$ cat src/rtl/wdt_pkg.sv
package wdt_pkg;

  // Configuration register layout: pulse select in [4:3], timeout select in [2:0]
  typedef struct packed {
    logic [1:0] pulse_sel;
    logic [2:0] tmo_sel;
  } wdt_cfg_t;

  localparam int CFG_BITS      = 5;
  localparam int INV_FAULT_BIT = 0;
  localparam int INV_RESET_BIT = 1;

  // Window length in ticks: zero means disabled, otherwise base doubled (sel-1) times
  function automatic logic [31:0] tmo_ticks(input logic [2:0] sel, input int base);
    logic [31:0] b;
    b = 32'(base);
    if (sel == 3'd0) return 32'd0;
    return b << (sel - 3'd1);
  endfunction

  // Pulse length in ticks: unit times ten to the power sel
  function automatic logic [31:0] pulse_ticks(input logic [1:0] sel, input int unit);
    logic [31:0] m;
    m = 32'd1;
    for (int i = 0; i < 3; i++) begin
      if (i < int'(sel)) m = m * 32'd10;
    end
    return m * 32'(unit);
  endfunction

endpackage

$ cat src/rtl/wdt_edge_sync.sv
module wdt_edge_sync (
  input  logic clk,
  input  logic rst_n,
  input  logic wd_in,
  output logic wd_edge
);
  logic s1_q, s2_q, prev_q;

  always_ff @(posedge clk or negedge rst_n) begin
    if (!rst_n) begin
      s1_q   <= 1'b0;
      s2_q   <= 1'b0;
      prev_q <= 1'b0;
    end else begin
      s1_q   <= wd_in;
      s2_q   <= s1_q;
      prev_q <= s2_q;
    end
  end

  // Any change of the synchronized level, either direction
  assign wd_edge = s2_q ^ prev_q;
endmodule

$ cat src/rtl/wdt_timer.sv
module wdt_timer import wdt_pkg::*; #(
  parameter int BASE_TICKS = 20000,
  parameter int CNT_W      = 21
) (
  input  logic       clk,
  input  logic       rst_n,
  input  logic       tick,
  input  logic [2:0] tmo_sel,
  input  logic       restart,
  output logic       timeout_evt
);
  logic [CNT_W-1:0] cnt_q;
  logic [CNT_W-1:0] limit;
  logic             enabled;

  assign limit       = CNT_W'(tmo_ticks(tmo_sel, BASE_TICKS));
  assign enabled     = (tmo_sel != 3'd0);
  assign timeout_evt = enabled && tick && !restart && (cnt_q == limit - CNT_W'(1));

  always_ff @(posedge clk or negedge rst_n) begin
    if (!rst_n) begin
      cnt_q <= '0;
    end else if (!enabled || restart) begin
      cnt_q <= '0;
    end else if (tick) begin
      cnt_q <= timeout_evt ? '0 : cnt_q + CNT_W'(1);
    end
  end
endmodule

$ cat src/rtl/wdt_pulse_gen.sv
module wdt_pulse_gen import wdt_pkg::*; #(
  parameter int PULSE_UNIT_TICKS = 1,
  parameter int PW_W             = 10
) (
  input  logic       clk,
  input  logic       rst_n,
  input  logic       tick,
  input  logic [1:0] width_sel,
  input  logic       fire,
  input  logic       kill,
  output logic       pulse_on
);
  logic [PW_W-1:0] left_q;
  logic [PW_W-1:0] width;

  assign width    = PW_W'(pulse_ticks(width_sel, PULSE_UNIT_TICKS));
  assign pulse_on = (left_q != '0);

  always_ff @(posedge clk or negedge rst_n) begin
    if (!rst_n) begin
      left_q <= '0;
    end else if (kill) begin
      left_q <= '0;
    end else if (fire) begin
      left_q <= width;
    end else if (tick && pulse_on) begin
      left_q <= left_q - PW_W'(1);
    end
  end
endmodule

$ cat src/rtl/wdt_fault_latch.sv
module wdt_fault_latch (
  input  logic clk,
  input  logic rst_n,
  input  logic set,
  input  logic rd_first,
  input  logic rd_second,
  output logic flag
);
  logic armed_q;
  logic clear_ok;

  assign clear_ok = rd_second && armed_q;

  always_ff @(posedge clk or negedge rst_n) begin
    if (!rst_n) begin
      flag    <= 1'b0;
      armed_q <= 1'b0;
    end else begin
      // set wins over a same-cycle clear
      if (set)           flag <= 1'b1;
      else if (clear_ok) flag <= 1'b0;

      if (clear_ok)      armed_q <= 1'b0;
      else if (rd_first) armed_q <= 1'b1;
    end
  end
endmodule

$ cat src/rtl/wdt_fault_det.sv
module wdt_fault_det import wdt_pkg::*; #(
  parameter int ADDR_W           = 4,
  parameter int BASE_TICKS       = 20000,
  parameter int PULSE_UNIT_TICKS = 1
) (
  input  logic              clk,
  input  logic              rst_n,
  input  logic              tick,
  input  logic              wd_in,
  input  logic              reg_wr,
  input  logic              reg_rd,
  input  logic [ADDR_W-1:0] reg_addr,
  input  logic [7:0]        reg_wdata,
  output logic [7:0]        reg_rdata,
  input  logic              flt_rd_a,
  input  logic              flt_rd_b,
  output logic              wd_fault,
  output logic              wd_reset
);
  localparam logic [ADDR_W-1:0] CFG_ADDR = ADDR_W'(0);
  localparam logic [ADDR_W-1:0] INV_ADDR = ADDR_W'(1);
  localparam int CNT_W = $clog2(BASE_TICKS * 64 + 1);
  localparam int PW_W  = $clog2(PULSE_UNIT_TICKS * 1000 + 1);

  wdt_cfg_t   cfg_q;
  logic [1:0] inv_q;

  // Named internal events, also used by the bound checker
  logic cfg_wr, inv_wr, cfg_kill;
  logic wd_edge, restart, timeout_evt, pulse_on, fault_flag;

  assign cfg_wr   = reg_wr && (reg_addr == CFG_ADDR);
  assign inv_wr   = reg_wr && (reg_addr == INV_ADDR);
  assign cfg_kill = cfg_wr && (reg_wdata[2:0] == 3'd0);
  assign restart  = cfg_wr || wd_edge;

  always_ff @(posedge clk or negedge rst_n) begin
    if (!rst_n) begin
      cfg_q <= '0;
      inv_q <= '0;
    end else begin
      if (cfg_wr) cfg_q <= wdt_cfg_t'(reg_wdata[CFG_BITS-1:0]);
      if (inv_wr) inv_q <= reg_wdata[1:0];
    end
  end

  always_comb begin
    reg_rdata = 8'h00;
    if (reg_rd) begin
      if (reg_addr == CFG_ADDR)      reg_rdata = {3'b000, cfg_q};
      else if (reg_addr == INV_ADDR) reg_rdata = {6'b0, inv_q};
    end
  end

  wdt_edge_sync u_sync (
    .clk     (clk),
    .rst_n   (rst_n),
    .wd_in   (wd_in),
    .wd_edge (wd_edge)
  );

  wdt_timer #(
    .BASE_TICKS (BASE_TICKS),
    .CNT_W      (CNT_W)
  ) u_timer (
    .clk         (clk),
    .rst_n       (rst_n),
    .tick        (tick),
    .tmo_sel     (cfg_q.tmo_sel),
    .restart     (restart),
    .timeout_evt (timeout_evt)
  );

  wdt_pulse_gen #(
    .PULSE_UNIT_TICKS (PULSE_UNIT_TICKS),
    .PW_W             (PW_W)
  ) u_pulse (
    .clk       (clk),
    .rst_n     (rst_n),
    .tick      (tick),
    .width_sel (cfg_q.pulse_sel),
    .fire      (timeout_evt),
    .kill      (cfg_kill),
    .pulse_on  (pulse_on)
  );

  wdt_fault_latch u_latch (
    .clk       (clk),
    .rst_n     (rst_n),
    .set       (timeout_evt),
    .rd_first  (flt_rd_a),
    .rd_second (flt_rd_b),
    .flag      (fault_flag)
  );

  assign wd_fault = fault_flag ^ inv_q[INV_FAULT_BIT];
  assign wd_reset = pulse_on   ^ inv_q[INV_RESET_BIT];
endmodule

$ cat config.mk
export PLATFORM = sky130hd
export DESIGN_NAME = wdt_fault_det
export DESIGN_NICKNAME = d
export VERILOG_FILES = /design/src/rtl/wdt_pkg.sv /design/src/rtl/wdt_edge_sync.sv /design/src/rtl/wdt_timer.sv /design/src/rtl/wdt_pulse_gen.sv /design/src/rtl/wdt_fault_latch.sv /design/src/rtl/wdt_fault_det.sv
export SDC_FILE = /design/constraint.sdc
export NUM_CORES = 1
export LEC_CHECK = 0
export BUFFER_PORTS_ARGS = -buffer_cell sky130_fd_sc_hd__buf_4
export CORE_MARGIN = 1
export CORE_UTILIZATION = 35
export DETAILED_ROUTE_END_ITERATION = 7
export GPL_TIMING_DRIVEN = 0
export PLACE_DENSITY = 0.58
export SETUP_SLACK_MARGIN = 0.2
export SYNTH_ARGS = -nofsm -noshare
export SYNTH_HDL_FRONTEND = slang
export SYNTH_HIERARCHICAL = 1
export SYNTH_SLANG_ARGS = --single-unit
$ cat constraint.sdc
create_clock -name clk -period 4.05 [get_ports clk]
set_input_delay 0.6075 -clock clk [delete_from_list [all_inputs] [get_ports clk]]
set_output_delay 0.6075 -clock clk [all_outputs]
set_load 0.02 [all_outputs]
# After elaboration in Yosys (flattened, before gate mapping)
# Cells that the tools add are included.
# word_totals
reg_bits,43
elab_cells,65
out_inout_bits,10
# classes
n_lt_le_gt_ge,3
n_reduce_logical,21
bitwise_logic,3
multipliers,2
shifts,1
n_mux,19
eq_ne,2
n_addsub,4
# op_table
op,count
$mux 21,5
$mux 10,4
$add 21x1->21 const B,1
$eq 21x21->1,1
$shl 15x3->21 const A,1
$sub 21x1->21 const B,1
$mux 5,2
$reduce_bool 10->1,1
$sub 10x1->10 const B,1
$mul 8x3->9 const B,1
$logic_and 1x1->1,8
$mux 8,1
$mul 4x3->7 const B,1
$logic_not 3->1,2
$reduce_bool 2->1,3
$reduce_bool 3->1,2
$mux 1,5
$eq 4x1->1 const B,1
$logic_not 4->1,1
$lt 1x2->1 const A,2
$mux 4,1
$sub 3x1->3 const B,1
$xor 1x1->1,3
$logic_not 1->1,2
3 further kinds,4

# Logic depth before layout (Yosys ltp)
# logic_depth
depth_word,9
depth_mapped,17
ltp_nobuf,15

# Cells and area by module
# Netlist, hierarchy kept.
# by_module_without_submodules
mod,area_each_um2,n_inst,cells_each
wdt_timer,2157.1,1,264
wdt_pulse_gen,710.7,1,83
wdt_fault_det,451.7,1,35
wdt_edge_sync,83.8,1,4
wdt_fault_latch,75.1,1,6

# Worst setup path after synthesis
# No wires, ideal clock.
# synth_path
kind,reg-to-reg
startpoint,register cfg_q[0] (netlist name)
endpoint,register u_timer.cnt_q[1]
arrival_ns,3.411
n_path_buf,4
required_ns,3.928
path_stages_with_launch,17
slack_ns,0.517
period_less_slack_ns,3.533
path_cell_list,dfrtp_1 buf_4 inv_1 ha_1 buf_6 nor3_2 o21ai_1 ha_1 xor2_1 nand2_1 a211oi_1 nor4bb_1 o2111ai_1 or4_1 buf_4 buf_6 a32o_1
# synth_via
elab_chain_len,9
word_cells_on_any_way,17
cone_classes,add/sub (2); eq/ne (1); shift (1); mux (5); reduce/logical (8)
# synth_lines
element,line,text
"start, declared",wdt_fault_det.sv:25,wdt_cfg_t cfg_q;
"start signal, assigned",wdt_fault_det.sv:42,if (cfg_wr) cfg_q <= wdt_cfg_t'(reg_wdata[CFG_BITS-1:0]);
$sub 3x1->3 or $logic_not 3->1 (tied branches),"wdt_pkg.sv:18, wdt_pkg.sv:17",
$shl 15x3->21 or $mux 1 (tied branches),"wdt_pkg.sv:18, wdt_pkg.sv:17",
$mux 21,wdt_pkg.sv:18,return b << (sel - 3'd1);
$sub 21x1->21,wdt_timer.sv:18,assign timeout_evt = enabled && tick && !restart && (cnt_q == limit - CNT_W'(1));
$eq 21x21->1,wdt_timer.sv:18,
$logic_and 1x1->1,wdt_timer.sv:18,
$mux 21,wdt_timer.sv:26,cnt_q <= timeout_evt ? '0 : cnt_q + CNT_W'(1);
$mux 21,wdt_timer.sv:25,end else if (tick) begin
$mux 21,wdt_timer.sv:23,end else if (!enabled || restart) begin
"end signal, assigned",wdt_timer.sv:26,
"end, declared",wdt_timer.sv:12,logic [CNT_W-1:0] cnt_q;
# Parallel ways exist; a longest one is shown, timed or not. The select of a mux whose other input is x is not followed.
# A chain may end at the register's enable or synchronous reset.

# Final worst setup path
# layout_path
startpoint,register cfg_q[0] (netlist name)
endpoint,register u_timer.cnt_q[9]
# Same word-level chain as after synthesis.

==> flow_metrics.env <==
export IMPL_min_path_type="input port to async pin"
export IMPL_path_delay_family="simple AND/OR/NAND/NOR gates"
export IMPL_postRouteAntennaNets=0
export IMPL_path_class="register to register"
export IMPL_cp_data_required_time_ns=4.23
export IMPL_fin_util=0.4247
export IMPL_worst_path_buf_inv=5
export IMPL_p_int_uw=1143
export IMPL_worst_slew_pin_slew_ns=0.7010
export IMPL_proportion_of_netlist_area_held_by_the_largest_area_contributor=0.3094
export IMPL_timing_critical_path_from="cfg_q[0]"
export IMPL_global_route_usage_total=0.1778
export IMPL_netSwitchingPower_uw=771.4
export IMPL_regToRegStartpoint="cfg_q[0]"
export IMPL_initial_utilization=0.3592
export IMPL_yosysWarnings=6
export IMPL_synthesis_area_per_instance_um2=8.873
export IMPL_mostFrequentLayoutCells="sky130_fd_sc_hd__dfrtp_1 (41), sky130_fd_sc_hd__nand2_1 (37), sky130_fd_sc_hd__buf_4 (36)"
export IMPL_final_max_slew_violation_count=0
export IMPL_max_clock_path_buffers=2
export IMPL_cts_hold_repair_buffers=0
export IMPL_fmax_mhz=270.7
export IMPL_rows=36
export IMPL_power_ir_vdd_worst_uv=261.1
export IMPL_routed_wire_length_per_instance_um=15.39
export IMPL_number_of_antenna_diodes=0
export IMPL_layout_cells_most_common="sky130_fd_sc_hd__dfrtp_1"
export IMPL_stdcell_area_um2=4113
export IMPL_route_vias_total=3076
export IMPL_dpl_instance_area_um2=3825
export IMPL_routed_wirelength_um=8744
export IMPL_ys_flop_type="sky130_fd_sc_hd__dfrtp_1"
export IMPL_drcViolationCount=0
export IMPL_synth_seq_cells=43
export IMPL_dp_hpwl_um=6232
export IMPL_clockRootBuffer="sky130_fd_sc_hd__clkbuf_8"
export IMPL_timing_final_crit_share=0.9122
export IMPL_globalRouteOverflowTotal=0
export IMPL_clk_latency_ns=0.30
export IMPL_yosys_area_top_type="sky130_fd_sc_hd__dfrtp_1"
export IMPL_area_delta_synth_final_pct=18.24
export IMPL_die_ht_um=101.7
export IMPL_finalHoldViolCount=0
export IMPL_critical_path_cell_list="buf_4, buf_4, ha_1, clkbuf_2, or4_1, a221oi_4, o21ai_0, xnor2_1, nand4b_1, or4_1, buf_6, buf_6, a22oi_1, o21ai_1"
export IMPL_cts_htree_levels=2
export IMPL_drt_pass1_iterations=5
export IMPL_clkSlewWorstSetupHoldPaths_ns=0.09
export IMPL_run_status="finished clean"
export IMPL_first_global_vias=2899
export IMPL_seq_area_frac_synth=0.3094
export IMPL_fin_worst_skew_ns=0.005692
export IMPL_drt_first_iter_violations=285
export IMPL_setup_violations_final=0
export IMPL_max_cap_viol_count=0
export IMPL_netlist_instances=392
export IMPL_crit_path_start_kind="register"
export IMPL_synth_enable_flop_cells=0
export IMPL_fp_dieArea_um2=10340
export IMPL_die_width_um=101.7
export IMPL_cellPowerDensity_nw_per_um2=465.5
export IMPL_crit_arrival_ns=3.88
export IMPL_grt_start_max_net_pins=44
export IMPL_gp_congestion=0.8451
export IMPL_crit_path_max_incr_delay_ns=0.57
export IMPL_setup_tns_final_ns=0
export IMPL_route_detailed_vias_per_inst=5.415
export IMPL_crit_slowest_cell="sky130_fd_sc_hd__or4_1"
export IMPL_synthTopCellsByArea="sky130_fd_sc_hd__dfrtp_1 (31%), sky130_fd_sc_hd__xor2_1 (4.5%), sky130_fd_sc_hd__nand2_1 (4.0%), sky130_fd_sc_hd__xnor2_1 (3.3%), sky130_fd_sc_hd__ha_1 (3.2%)"
export IMPL_placeableCoreArea_um2=9684
export IMPL_power_sequential_fraction=0.297
export IMPL_num_io_pins=30
export IMPL_clock_power_share=0.179
export IMPL_power_switching_fraction=0.4029
export IMPL_cp_end_kind="register"
export IMPL_grt_setup_unrepaired="yes"
export IMPL_io_buffers=23
export IMPL_wire_length_of_the_first_global_routing_pass_um=14500
export IMPL_total_leakage_power_uw=0.001686
export IMPL_tritoncts="done"
export IMPL_grt_antenna_before_repair=0
export IMPL_cts_sinks=43
export IMPL_period_needed_ns=3.695
export IMPL_tritoncts_num_buffers=5
export IMPL_critical_path_peak_fanout=10
export IMPL_post_route_cells_drive_above_1_share=0.2368
export IMPL_yosys_cell_types_count=74
export IMPL_share_comb_of_total_power=0.524
export IMPL_timing_slew_headroom=0.5309
export IMPL_synthesis_area_um2=3478
export IMPL_post_synth_arst_share=1.000
export IMPL_num_nets_final=463
-- cell families after synthesis --
kind of cell             synth area share
AND/OR/NAND/NOR                    0.2835
AO/OA/AOI/OAI                      0.1752
flip-flops                         0.3094
buffers and inverters             0.06331
XOR/XNOR                          0.08273
multiplexers                      0.05252
adder cells (fa/ha/maj)           0.03237
other                            0.001078
-- path summary, 6_finish.rpt --
path / end / slack [ns] / depth (start not counted)
min in group clk: u_sync/s2_q / 0.36 / 0
max in group asynchronous: cfg_q[0] / 3.35 / 1
worst max register to register: u_timer/cnt_q[9] / 0.36 / 14
worst max-delay path: u_timer/cnt_q[9] / 0.36 / 14
worst min register to register: u_sync/s2_q / 0.36 / 0
worst min-delay path: u_timer/cnt_q[8] / 0.30 / 1
-- per-layer routing --
layer / vias up / GRT usage / wire (um)
li1: 1516 / - / -
met1: 1456 / 0.2560 / 4213
met2: 100 / 0.2812 / 4072
met3: 4 / 0.02346 / 414
met4: 0 / 0.04236 / 44
met5: - / 0 / 0
-- final cells by class --
class                   count  area, um^2
plain buffers              26       192.7
clock buffers               5       68.82
clock inverters             3       43.79
fillers                   943        5572
inverters                  12       48.80
multi-input cells         313        2266
flip-flops and latches     43        1079
well taps                 133       166.4
repair buffers             33       247.7
-- worst reg2reg max path, stage by stage (launching register included) --
cell and delay (ns):
sky130_fd_sc_hd__dfrtp_2 0.43, sky130_fd_sc_hd__buf_4 0.14, sky130_fd_sc_hd__buf_4 0.16, sky130_fd_sc_hd__ha_1 0.19, sky130_fd_sc_hd__clkbuf_2 0.20, sky130_fd_sc_hd__or4_1 0.58, sky130_fd_sc_hd__a221oi_4 0.30, sky130_fd_sc_hd__o21ai_0 0.17
sky130_fd_sc_hd__xnor2_1 0.19, sky130_fd_sc_hd__nand4b_1 0.18, sky130_fd_sc_hd__or4_1 0.50, sky130_fd_sc_hd__buf_6 0.16, sky130_fd_sc_hd__buf_6 0.14, sky130_fd_sc_hd__a22oi_1 0.15, sky130_fd_sc_hd__o21ai_1 0.09
-- power by group through the flow --
stage,clock network (uW),registers (uW),logic (uW)
6_report,343,569,1000
5_1_grt,372,582,1090
4_1_cts,356,573,913
3_5_place_dp,0,584,896
3_3_place_gp,0,585,891
2_1_floorplan,0,561,715
-- through the flow --
stage	std cells	setup slack [ns]	hold WS, ns	total power (uW)
4_1_cts	559	0.2160	0.3079	1841
3_5_place_dp	550	-0.2150	0.3426	1480
6_report	568	0.3555	0.2985	1914
5_1_grt	568	0.1250	0.3279	2047
2_1_floorplan	394	0.5173	0.3119	1276
3_3_place_gp	550	-0.1595	0.3320	1476
-- cell usage after synthesis (10+ instances only) --
library cell	number
sky130_fd_sc_hd__xor2_1	18
sky130_fd_sc_hd__dfrtp_1	43
sky130_fd_sc_hd__a21oi_1	15
sky130_fd_sc_hd__nor3_1	11
sky130_fd_sc_hd__xnor2_1	13
sky130_fd_sc_hd__inv_1	12
sky130_fd_sc_hd__and2_1	10
sky130_fd_sc_hd__nand2_1	37
sky130_fd_sc_hd__nand3_1	15
sky130_fd_sc_hd__o21ai_0	13
sky130_fd_sc_hd__nor2_1	23
-- state kept, by name, summed over array words and instances (netlist names), 2 cells and up --
name,flops
inv_q,2
cfg_q,5
u_timer/cnt_q,21
u_pulse/left_q,10
-- timing repair --
action / 4_1_cts / 5_1_grt
gates resized for setup: 6 / 21
setup endpoints to repair: 28 / 29
pin swaps: 1 / 5
buffers inserted: 1 / 9
endpoints found under the hold margin: 0 / 0
(Power assumes the default switching activity.)
